### config.mk
export PLATFORM = sky130hd
export DESIGN_NAME = rx_frame_status
export DESIGN_NICKNAME = d
export VERILOG_FILES = /design/src/rtl/rx_frame_status_pkg.sv /design/src/rtl/rx_frame_status_ctrl.sv /design/src/rtl/rx_frame_status_datapath.sv /design/src/rtl/rx_frame_status.sv
export SDC_FILE = /design/constraint.sdc
export NUM_CORES = 1
export LEC_CHECK = 0
export ABC_CLOCK_PERIOD_IN_PS = 10910
export BUFFER_PORTS_ARGS = -buffer_cell sky130_fd_sc_hd__buf_2
export CELL_PAD_IN_SITES_DETAIL_PLACEMENT = 0
export CELL_PAD_IN_SITES_GLOBAL_PLACEMENT = 1
export CORE_MARGIN = 2
export CORE_UTILIZATION = 49
export DETAILED_ROUTE_END_ITERATION = 10
export PLACE_DENSITY = 0.88
export SYNTH_ARGS = -nofsm -noshare
export SYNTH_HDL_FRONTEND = slang
export SYNTH_SLANG_ARGS = --single-unit
### constraint.sdc
create_clock -name clk -period 10.91 [get_ports clk]
set_clock_uncertainty 0.15 [all_clocks]
set_input_delay 1.091 -clock clk [delete_from_list [all_inputs] [get_ports clk]]
set_output_delay 1.091 -clock clk [all_outputs]
set_load 0.01 [all_outputs]
### src/rtl/rx_frame_status_pkg.sv
package rx_frame_status_pkg;
  localparam int LEN_W     = 16;
  localparam int RX_W      = LEN_W + 1;
  localparam int DA_BYTES  = 6;
  localparam int DA_IDX_W  = $clog2(DA_BYTES);
  localparam int MIN_FRAME = 64;
  localparam int PART_W    = 3;
  localparam logic [31:0] CRC_POLY_REFL = 32'hEDB88320;
  localparam logic [31:0] CRC_GOOD_REG  = 32'hDEBB20E3;

  typedef struct packed {
    logic truncated;
    logic overrun;
    logic crcErr;
    logic shortFrm;
    logic nonOctet;
    logic lenViol;
    logic mcast;
    logic bcast;
  } frameStatus_t;

  typedef struct packed {
    logic                startFrame;
    logic                acceptByte;
    logic                keepByte;
    logic                endFrame;
    logic                daByte;
    logic [DA_IDX_W-1:0] daIndex;
    logic                lenReached;
    logic [LEN_W-1:0]    keptNext;
    logic [RX_W-1:0]     rxNext;
  } ctlStrobes_t;

  function automatic logic [31:0] crcStep(input logic [31:0] crcIn, input logic [7:0] din);
    logic [31:0] c;
    c = crcIn ^ {24'h0, din};
    for (int b = 0; b < 8; b++) begin
      c = c[0] ? ((c >> 1) ^ CRC_POLY_REFL) : (c >> 1);
    end
    return c;
  endfunction
endpackage

### src/rtl/rx_frame_status_ctrl.sv
module rx_frame_status_ctrl
  import rx_frame_status_pkg::*;
(
  input  logic             clk,
  input  logic             rst_n,
  input  logic             inByteValid,
  input  logic             inSof,
  input  logic             inEof,
  input  logic [LEN_W-1:0] cfgMaxLen,
  input  logic             cfgHugeEn,
  output ctlStrobes_t      strobes
);
  localparam logic [RX_W-1:0]  RX_MAX   = '1;
  localparam logic [LEN_W-1:0] KEPT_MAX = '1;

  logic             inFrame;
  logic [RX_W-1:0]  rxCount;
  logic [LEN_W-1:0] keptCount;
  logic [LEN_W-1:0] maxLenQ;

  logic             accept;
  logic [LEN_W-1:0] effMax;
  logic [RX_W-1:0]  baseRx;
  logic [LEN_W-1:0] baseKept;
  logic             keep;

  always_comb begin
    accept   = inByteValid & (inSof | inFrame);
    effMax   = inSof ? cfgMaxLen : maxLenQ;
    baseRx   = inSof ? '0 : rxCount;
    baseKept = inSof ? '0 : keptCount;
    keep     = accept & (cfgHugeEn | (baseKept < effMax));

    strobes            = '0;
    strobes.startFrame = inByteValid & inSof;
    strobes.acceptByte = accept;
    strobes.keepByte   = keep;
    strobes.endFrame   = accept & inEof;
    strobes.daByte     = accept & (baseRx < RX_W'(DA_BYTES));
    strobes.daIndex    = baseRx[DA_IDX_W-1:0];
    strobes.rxNext     = (baseRx == RX_MAX) ? baseRx : baseRx + 1'b1;
    strobes.keptNext   = (keep && baseKept != KEPT_MAX) ? baseKept + 1'b1 : baseKept;
    strobes.lenReached = accept & (strobes.rxNext >= {1'b0, effMax});
  end

  always_ff @(posedge clk) begin
    if (!rst_n) begin
      inFrame   <= 1'b0;
      rxCount   <= '0;
      keptCount <= '0;
      maxLenQ   <= '0;
    end else begin
      if (strobes.startFrame) maxLenQ <= cfgMaxLen;
      if (strobes.endFrame) begin
        inFrame   <= 1'b0;
        rxCount   <= '0;
        keptCount <= '0;
      end else if (accept) begin
        inFrame   <= 1'b1;
        rxCount   <= strobes.rxNext;
        keptCount <= strobes.keptNext;
      end
    end
  end

  // A dropped octet only ever appears once the kept count has reached the sampled limit
  p_drop_at_limit_r4: assert property (@(posedge clk) disable iff (!rst_n)
    (accept && !keep) |-> (baseKept == effMax && !cfgHugeEn));

  // Mid-frame the limit in use is the one captured at the start strobe
  p_limit_held_r11: assert property (@(posedge clk) disable iff (!rst_n)
    (inFrame && !(inByteValid && inSof)) |=> (maxLenQ == $past(maxLenQ)));
endmodule

### src/rtl/rx_frame_status_datapath.sv
module rx_frame_status_datapath
  import rx_frame_status_pkg::*;
(
  input  logic              clk,
  input  logic              rst_n,
  input  ctlStrobes_t       strobes,
  input  logic [7:0]        inByte,
  input  logic [PART_W-1:0] inPartialBits,
  input  logic              inCodeErr,
  input  logic              inOverrun,
  input  logic              cfgShortEn,
  output logic              outDone,
  output frameStatus_t      outStatus,
  output logic [LEN_W-1:0]  outLength
);
  logic [31:0] crcQ, crcBase, crcNext;
  logic        daAllOnesQ, daAllOnesNext, daAllOnesBase;
  logic        groupQ, groupNext, groupBase;
  logic        lgQ, lgNext;
  logic        trQ, trNext;
  logic        ceQ, ceNext;
  logic        ovQ, ovNext;
  frameStatus_t stNext;

  always_comb begin
    crcBase       = strobes.startFrame ? 32'hFFFF_FFFF : crcQ;
    crcNext       = strobes.keepByte ? crcStep(crcBase, inByte) : crcBase;
    daAllOnesBase = strobes.startFrame ? 1'b1 : daAllOnesQ;
    daAllOnesNext = strobes.daByte ? (daAllOnesBase & (inByte == 8'hFF)) : daAllOnesBase;
    groupBase     = strobes.startFrame ? 1'b0 : groupQ;
    groupNext     = (strobes.daByte && strobes.daIndex == '0) ? inByte[0] : groupBase;
    lgNext = (strobes.startFrame ? 1'b0 : lgQ) | strobes.lenReached;
    trNext = (strobes.startFrame ? 1'b0 : trQ) | (strobes.acceptByte & ~strobes.keepByte);
    ceNext = (strobes.startFrame ? 1'b0 : ceQ) | (strobes.acceptByte & inCodeErr);
    ovNext = (strobes.startFrame ? 1'b0 : ovQ) | (strobes.acceptByte & inOverrun);

    stNext          = '0;
    stNext.bcast    = daAllOnesNext & (strobes.rxNext >= RX_W'(DA_BYTES));
    stNext.mcast    = groupNext & ~stNext.bcast;
    stNext.shortFrm = cfgShortEn & (strobes.keptNext < LEN_W'(MIN_FRAME));
    stNext.overrun  = ovNext;
    if (!ovNext) begin
      stNext.lenViol   = lgNext;
      stNext.truncated = trNext;
      stNext.nonOctet  = (inPartialBits != '0);
      stNext.crcErr    = ceNext | ((inPartialBits == '0) & (crcNext != CRC_GOOD_REG));
    end
  end

  always_ff @(posedge clk) begin
    if (!rst_n) begin
      crcQ       <= 32'hFFFF_FFFF;
      daAllOnesQ <= 1'b1;
      groupQ     <= 1'b0;
      lgQ        <= 1'b0;
      trQ        <= 1'b0;
      ceQ        <= 1'b0;
      ovQ        <= 1'b0;
      outDone    <= 1'b0;
      outStatus  <= '0;
      outLength  <= '0;
    end else begin
      outDone <= strobes.endFrame;
      if (strobes.endFrame) begin
        outStatus  <= stNext;
        outLength  <= strobes.keptNext;
        crcQ       <= 32'hFFFF_FFFF;
        daAllOnesQ <= 1'b1;
        groupQ     <= 1'b0;
        lgQ        <= 1'b0;
        trQ        <= 1'b0;
        ceQ        <= 1'b0;
        ovQ        <= 1'b0;
      end else if (strobes.acceptByte) begin
        crcQ       <= crcNext;
        daAllOnesQ <= daAllOnesNext;
        groupQ     <= groupNext;
        lgQ        <= lgNext;
        trQ        <= trNext;
        ceQ        <= ceNext;
        ovQ        <= ovNext;
      end
    end
  end

  p_bc_mc_excl_r2: assert property (@(posedge clk) disable iff (!rst_n)
    outDone |-> !(outStatus.bcast && outStatus.mcast));

  p_ovr_masks_r9: assert property (@(posedge clk) disable iff (!rst_n)
    (outDone && outStatus.overrun) |->
      !(outStatus.lenViol || outStatus.nonOctet || outStatus.crcErr || outStatus.truncated));

  p_trunc_has_lg_r3: assert property (@(posedge clk) disable iff (!rst_n)
    (outDone && outStatus.truncated) |-> outStatus.lenViol);
endmodule

### src/rtl/rx_frame_status.sv
module rx_frame_status
  import rx_frame_status_pkg::*;
(
  input  logic              clk,
  input  logic              rst_n,
  input  logic              inByteValid,
  input  logic [7:0]        inByte,
  input  logic              inSof,
  input  logic              inEof,
  input  logic [PART_W-1:0] inPartialBits,
  input  logic              inCodeErr,
  input  logic              inOverrun,
  input  logic [LEN_W-1:0]  cfgMaxLen,
  input  logic              cfgHugeEn,
  input  logic              cfgShortEn,
  output logic              outDone,
  output logic [7:0]        outStatus,
  output logic [LEN_W-1:0]  outLength
);
  ctlStrobes_t  strobes;
  frameStatus_t statusWord;

  rx_frame_status_ctrl ctrl_i (
    .clk         (clk),
    .rst_n       (rst_n),
    .inByteValid (inByteValid),
    .inSof       (inSof),
    .inEof       (inEof),
    .cfgMaxLen   (cfgMaxLen),
    .cfgHugeEn   (cfgHugeEn),
    .strobes     (strobes)
  );

  rx_frame_status_datapath dp_i (
    .clk           (clk),
    .rst_n         (rst_n),
    .strobes       (strobes),
    .inByte        (inByte),
    .inPartialBits (inPartialBits),
    .inCodeErr     (inCodeErr),
    .inOverrun     (inOverrun),
    .cfgShortEn    (cfgShortEn),
    .outDone       (outDone),
    .outStatus     (statusWord),
    .outLength     (outLength)
  );

  assign outStatus = statusWord;

  p_done_follows_eof_r12: assert property (@(posedge clk) disable iff (!rst_n)
    outDone |-> $past(inByteValid && inEof));
endmodule

# ---- Word level (Yosys, flattened, before mapping)
# Index checks and enable logic that the tools add are counted.
dict set report totals {
  inputBits 36
  wordCells 97
  regBits 113
  output_inout_bits 25
}
dict set report op_classes {
  eq_ne 4
  n_bitwise 33
  n_addsub 2
  n_lt_le_gt_ge 5
  mux 26
  n_reduce_logical 6
}
# cell count
set op_table {}
lappend op_table {{32-bit two-way mux} 10}
lappend op_table {{13-bit inverter with 14-bit output} 8}
lappend op_table {{16-bit two-way mux} 3}
lappend op_table {{17-bit two-way mux} 2}
lappend op_table {{32-bit != test (second input constant)} 1}
lappend op_table {{32-bit by 8-bit bitwise XOR with 32-bit output} 1}
lappend op_table {{17-bit by 1-bit adder with 17-bit output (second input constant)} 1}
lappend op_table {{17-bit == test (second input constant)} 1}
lappend op_table {{17-bit by 16-bit greater-or-equal comparator with 1-bit output} 1}
lappend op_table {{17-bit by 3-bit greater-or-equal comparator with 1-bit output (second input constant)} 1}
lappend op_table {{17-bit by 3-bit < comparator with 1-bit output (second input constant)} 1}
lappend op_table {{16-bit by 1-bit adder with 16-bit output (second input constant)} 1}
lappend op_table {{16-bit < comparator} 1}
lappend op_table {{16-bit by 7-bit < comparator with 1-bit output (second input constant)} 1}
lappend op_table {{16-bit != test (second input constant)} 1}
lappend op_table {{1-bit bitwise AND} 14}
lappend op_table {{1-bit two-way mux} 10}
lappend op_table {{8-bit == test (second input constant)} 1}
lappend op_table {{1-bit bitwise OR} 7}
lappend op_table {{3-bit zero test} 2}
lappend op_table {{1-bit inverter} 3}
lappend op_table {{3-bit nonzero test} 1}
lappend op_table {{1-bit logical AND} 2}
lappend op_table {{2-bit two-way mux} 1}
lappend op_table {{2-bit OR reduction} 1}

# ---- Logic depth before layout (Yosys ltp)
dict set report depth {
  word_depth 24
  ltp_mapped 21
  ltp_nobuf 16
}

# ---- Hierarchy
# From an unflattened synthesis, not the netlist that was laid out.
dict set report unflattened {
  cells_unflattened 1016
  area_unflattened_um2 8235.4
}
# module cells_each area_per_inst_um2 instances seq_area_each_um2
set by_module_without_submodules {}
lappend by_module_without_submodules {rx_frame_status_datapath 499 4226.6 1 1261.2}
lappend by_module_without_submodules {rx_frame_status_ctrl 517 4008.8 1 1001.0}

# ---- Least setup slack after synthesis
# No wires, ideal clock.
dict set report synth_timing {
  path_kind {input to register}
  startpoint {input inSof}
  endpoint {register, netlist name dp_i.outStatus[5]}
  cell_stages 20
  n_path_buf 9
  setup_ns 0.145
  arrival_time_ns 6.081
  required_ns 10.615
  setup_slack_ns 4.534
  cell_sequence {buf_6 -> buf_2 -> clkbuf_1 -> clkbuf_1 -> buf_1 -> clkbuf_1 -> clkbuf_1 -> clkbuf_1 -> mux2i_1 -> ha_1 -> a2111oi_0 -> o21ai_0 -> a2111oi_1 -> a211oi_2 -> buf_6 -> or4_1 -> o311ai_1 -> nand4_1 -> nor4_1 -> a41oi_1}
}
dict set report synth_between {
  elab_chain_cells 22
  elab_cells_between_ends 38
  classes_between {order compare: 1; eq/ne: 1; mux: 15; bitwise: 21}
}
# item line
set synth_rtl {}
lappend synth_rtl {{from (decl)} rx_frame_status.sv:8} ;# input logic inSof,
lappend synth_rtl {{1-bit bitwise AND} rx_frame_status_ctrl.sv:35} ;# strobes.startFrame = inByteValid & inSof;
lappend synth_rtl {{32-bit two-way mux} rx_frame_status_datapath.sv:26} ;# crcBase = strobes.startFrame ? 32'hFFFF_FFFF : crcQ;
lappend synth_rtl {{32-bit by 8-bit bitwise XOR with 32-bit output} rx_frame_status_pkg.sv:36} ;# c = crcIn ^ {24'h0, din};
lappend synth_rtl {{13-bit inverter with 14-bit output (no line)} n/a}
lappend synth_rtl {{32-bit two-way mux} rx_frame_status_pkg.sv:38} ;# c = c[0] ? ((c >> 1) ^ CRC_POLY_REFL) : (c >> 1);
lappend synth_rtl {{32-bit two-way mux / 13-bit inverter with 14-bit output (equally long branches)} n/a}
lappend synth_rtl {{13-bit inverter with 14-bit output (no line) / 32-bit two-way mux (equally long branches)} n/a}
lappend synth_rtl {{32-bit two-way mux} rx_frame_status_pkg.sv:38}
lappend synth_rtl {{[6 not listed]} n/a}
lappend synth_rtl {{32-bit two-way mux} rx_frame_status_pkg.sv:38}
lappend synth_rtl {{13-bit inverter with 14-bit output (no line)} n/a}
lappend synth_rtl {{32-bit two-way mux} rx_frame_status_pkg.sv:38}
lappend synth_rtl {{32-bit two-way mux} rx_frame_status_datapath.sv:27} ;# crcNext = strobes.keepByte ? crcStep(crcBase, inByte) : crcBase;
lappend synth_rtl {{32-bit != test} rx_frame_status_datapath.sv:46} ;# stNext.crcErr = ceNext | ((inPartialBits == '0) & (crcNext != CRC_GOOD_REG));
lappend synth_rtl {{1-bit bitwise AND} rx_frame_status_datapath.sv:46}
lappend synth_rtl {{1-bit bitwise OR} rx_frame_status_datapath.sv:46}
lappend synth_rtl {{1-bit two-way mux} rx_frame_status_datapath.sv:42} ;# if (!ovNext) begin
# Parallel ways exist; a longest one is shown, timed or not.
# A chain may end at the register's enable or synchronous reset.

# ---- Final worst setup path
dict set report layout_timing {
  startpoint {input inSof}
  endpoint {register, netlist name dp_i.outStatus[5]}
}
dict set report layout_between {
  elab_chain_cells 22
  elab_cells_between_ends 38
  classes_between {order compare: 1; eq/ne: 1; mux: 15; bitwise: 21}
}
# item line
set layout_rtl {}
lappend layout_rtl {{1-bit bitwise AND} rx_frame_status_ctrl.sv:35}
lappend layout_rtl {{32-bit two-way mux} rx_frame_status_datapath.sv:26}
lappend layout_rtl {{32-bit by 8-bit bitwise XOR with 32-bit output} rx_frame_status_pkg.sv:36}
lappend layout_rtl {{13-bit inverter with 14-bit output (no line)} n/a}
lappend layout_rtl {{32-bit two-way mux} rx_frame_status_pkg.sv:38}
lappend layout_rtl {{32-bit two-way mux / 13-bit inverter with 14-bit output (equally long branches)} n/a}
lappend layout_rtl {{13-bit inverter with 14-bit output (no line) / 32-bit two-way mux (equally long branches)} n/a}
lappend layout_rtl {{32-bit two-way mux} rx_frame_status_pkg.sv:38}
lappend layout_rtl {{[6 not listed]} n/a}
lappend layout_rtl {{32-bit two-way mux} rx_frame_status_pkg.sv:38}
lappend layout_rtl {{13-bit inverter with 14-bit output (no line)} n/a}
lappend layout_rtl {{32-bit two-way mux} rx_frame_status_pkg.sv:38}
lappend layout_rtl {{32-bit two-way mux} rx_frame_status_datapath.sv:27}
lappend layout_rtl {{32-bit != test} rx_frame_status_datapath.sv:46}
lappend layout_rtl {{1-bit bitwise AND} rx_frame_status_datapath.sv:46}
lappend layout_rtl {{1-bit bitwise OR} rx_frame_status_datapath.sv:46}
lappend layout_rtl {{1-bit two-way mux} rx_frame_status_datapath.sv:42}
# Parallel ways exist; a longest one is shown, timed or not.

==> summary.txt <==
Status
  • Status: complete, no violations

Min path
  • Worst min-delay path class: flop to flop
  • Hold Crit Depth: 2
  • Min-delay src: ctrl_i.maxLenQ[8]$_SDFFE_PN0P_
  • Min-Delay Endpoint: ctrl_i.maxLenQ[8]$_SDFFE_PN0P_

Floorplan
  • Die Height: 126 um
  • CORE AREA: 0.0145 sq mm
  • Die W: between 100 and 150 um
  • # IOs: 61
  • FP Rows: 44
  • Die ar.: 0.0158 sq mm
  • Initial Util: between 50% and 60%

Clock tree
  • Max clock buf depth: 2
  • Root buf cell: clkbuf_16
  • H-tree Lvls: 4
  • CTS tree: yes
  • Num Clock Sinks: 113
  • Worst-Skew Late Latency: ~420 ps
  • Hold-fix buffers, CTS: 0
  • Post_cts resized: 0
  • Total CTS buffers: 17
  • Post-CTS repair timing setup buffer count: 0
  • Clk pin slew, worst setup/hold paths: 50 ps

Final layout
  • Share of cells above drive strength 1: 12.0%
  • Final Net Count: 1012
  • Fill cells: about 1400
  • Commonest non-fill, non-tap cell in the layout: nand2_1
  • Antenna Cells: 0
  • Commonest non-fill, non-tap cells in the layout: nand2_1, dfxtp_1, nor2_1, xnor2_1, buf_2
  • Area Growth Syn to Fin: 14.5%

STA
  • Final Hold Vio Count: 0
  • Worst slew margin: between 30% and 40%
  • Max Clk Rate: 180 MHz
  • Min cycle time layout: 5550 ps
  • Hold WS: 305 ps
  • Final Max Slew Viols: 0
  • Final period utilization: between 50% and 60%
  • Setup TNS: 0 ps
  • Worst-margin pin slew: 945 ps
  • Final setup fails: 0
  • RSZ-0062 raised after global routing: no

Global routing
  • First-pass GRT wire length: 33500 um
  • Initial antenna violation count: 0
  • Largest net degree at the start of global routing: around 80
  • Remaining Overflow, GRT: 0
  • Number of global-route vias before repair: 6232
  • GRT Util Overall: 26.4%

Worst setup path
  • Slowest-stage cell, CP: a2111oi_1
  • Largest delay share family, worst path: compound AO/OA/AOI/OAI gates
  • Worst r2r dst: dp_i.outStatus[5]$_SDFFE_PN0P_
  • Setup CP Type: primary input to flop
  • Critical Path, Cell by Cell: buf_2 -> buf_4 -> mux2i_1 -> ha_1 -> a2111oi_0 -> o21ai_0 -> a2111oi_1 -> a211oi_4 -> buf_4 -> or4_1 -> o311ai_0 -> nand4_1 -> nor4_1 -> a41oi_1
  • Buf/Inv on CP: 3
  • CP Max Fanout: 81
  • Worst r2r src: ctrl_i.keptCount[13]$_SDFFE_PP0P_
  • Crit path largest cell delay: between 700 and 800 ps
  • Critical Path Most Common Cell: buf_4
  • R2R setup slack: between 6000 and 7000 ps
  • Required @ worst endpoint: approximately 11000 ps
  • Startpoint Class: primary input
  • FF-to-FF path depth: 12
  • Critical path arrival: 5670 ps
  • Crit. End Element: flop

Drt
  • Via count: 6720
  • Post-route ant nets: 0
  • DRC violations left: 0
  • Via density: 5.90
  • WL/cell: approximately 18 um
  • Starting DRT DRC Count: between 600 and 700
  • DRT Pass-1 Iters: 5
  • WL final: about 21000 um

Power and ir drop
  • Net Switching: 555 uW
  • Internal power: about 1100 uW
  • Sw frac: 32.9%
  • Peak VDD IR: approximately 0.0001 V
  • Pwr dens: 203 mW/mm^2
  • Comb power frac: 32.2%
  • Final Power: 1690 uW
  • Clk network pwr share: 37.6%
  • Leak pwr: 0.00311 uW
  • Register share of total power: 30.2%

Synthesis
  • Post-synth EDFFs: 0
  • Async S/R FF share, synth: 0%
  • Sequential area share after synthesis: 31.2%
  • Yosys cell types: 72
  • YS warnings: 0
  • Netlist Area Pre-Place: 0.00725 sq mm
  • Syn nets: slightly below 1000
  • Synth Instances: 915
  • Syn Area/Cell: 7.92 sq um
  • Synth Register Bits: 113
  • Dominant synthesized flop cell: dfxtp_1

Placed design
  • Port Buffer Count: 60
  • Routability cong.: 0.894
  • DP HPWL: between 10000 and 15000 um

Job
  • Max_cap viols: 0
==> worst min-delay path, stage by stage, from the launching register on <==
cell	delay, ps
dfxtp_1	300
nand2_1	50
a21oi_1	50
==> kinds of logic after synthesis <==
group / after synthesis / synth area share [%]
and+or+nand+nor: 376 / 25.2
AOI/OAI and AO/OA: 197 / 18.6
DFF: 113 / 31.2
xor gates and xnor gates: 100 / 12.6
buffers and inverters: 79 / 4.40
adders and majority gates: 33 / 5.69
muxes: 17 / 2.35
==> power by group through the flow <==
stage	clock [uW]	combinational [uW]	sequential (uW)
6_report	635	543	509
5_1_grt	660	592	514
4_1_cts	638	534	507
2_1_floorplan	0	425	496
3_5_place_dp	0	530	515
3_3_place_gp	0	526	516
==> layout make-up <==
type                       instances  area (sq um)  share of cell area, %
multi-input combinational        723          4690                   56.5
timing repair buffer              72           390                   4.70
clock inverter                     8           174                   2.10
tap                              184           230                   2.77
sequential                       113          2260                   27.3
inverter                          16          60.1                  0.724
clock buffer                      23           498                   6.00
==> stage by stage <==
| stage | area [sq um] | util (%) | setup slack (ps) | cells |
|---|---|---|---|---|
| floorplan | 7250 | - | 4530 | 915 |
| finish | 8300 | 57.3 | 5360 | 1139 |
| global route | 8300 | 57.3 | 5020 | 1139 |
| detailed placement | 7630 | 52.7 | 5010 | 1108 |
| global placement | 7630 | 52.7 | 5080 | 1108 |
| CTS | 8300 | 57.3 | 5430 | 1139 |
==> metal layers <==
metal | vias to the layer above | routed length [um] | share of wire [%] | track usage (%)
li1 | 3328 | - | - | -
met1 | 3099 | 10300 | 49 | 39.7
met2 | 269 | 8620 | 42 | 38.4
met3 | 24 | 1530 | 7.4 | 5.23
met4 | 0 | 361 | 1.7 | 7.58
met5 | - | 0 | 0 | 0
==> worst max-delay path by stage <==
stage / startpoint / end / slack (ps) / depth (start not counted)
after floorplan: inSof / dp_i.outStatus[5]$_SDFFE_PN0P_ / 4530 / 20
after global placement: inSof / dp_i.outStatus[5]$_SDFFE_PN0P_ / 5080 / 14
after detailed placement: inSof / dp_i.outStatus[5]$_SDFFE_PN0P_ / 5010 / 14
after CTS: inSof / dp_i.outStatus[5]$_SDFFE_PN0P_ / 5430 / 14
after global routing: inSof / dp_i.outStatus[5]$_SDFFE_PN0P_ / 5020 / 14
final: inSof / dp_i.outStatus[5]$_SDFFE_PN0P_ / 5360 / 14
==> sequential cells by signal, indices dropped and copies added (netlist names) <==
register / count
dp_i.crcQ: 32
ctrl_i.rxCount: 17
ctrl_i.keptCount: 16
ctrl_i.maxLenQ: 16
dp_i.outLength: 16
dp_i.outStatus: 8
ctrl_i.inFrame: 1
dp_i.ceQ: 1
dp_i.daAllOnesQ: 1
dp_i.groupQ: 1
dp_i.lgQ: 1
dp_i.outDone: 1
dp_i.ovQ: 1
dp_i.trQ: 1
==> Yosys cell counts, types with 4 or more instances <==
cell type / instances / area, sq um
a31oi_1: 5 / 31.3
nand2_1: 124 / 465
o21ai_0: 25 / 125
nor2b_1: 25 / 156
o211ai_1: 10 / 75.1
xnor2_1: 75 / 657
o21a_1: 5 / 37.5
nor2_1: 87 / 327
a221oi_1: 4 / 35.0
a22oi_1: 5 / 37.5
buf_2: 6 / 30.0
o31ai_1: 5 / 37.5
nand4b_1: 4 / 35.0
nand3_1: 18 / 90.1
o21ai_1: 6 / 30.0
or3_1: 8 / 50.1
nor4_1: 13 / 81.3
ha_1: 33 / 413
and2_1: 4 / 25.0
dfxtp_1: 113 / 2260
or4_1: 8 / 60.1
nand4_1: 21 / 131
xor2_1: 22 / 193
nor4b_1: 4 / 35.0
o311ai_1: 4 / 35.0
nor3_1: 25 / 125
and3_1: 4 / 25.0
a211oi_1: 31 / 233
inv_1: 16 / 60.1
nand3b_1: 4 / 30.0
nand2b_1: 15 / 93.8
mux2i_1: 17 / 170
clkbuf_1: 48 / 180
buf_1: 7 / 26.3
a21oi_1: 57 / 285
(Power assumes the default switching activity.)
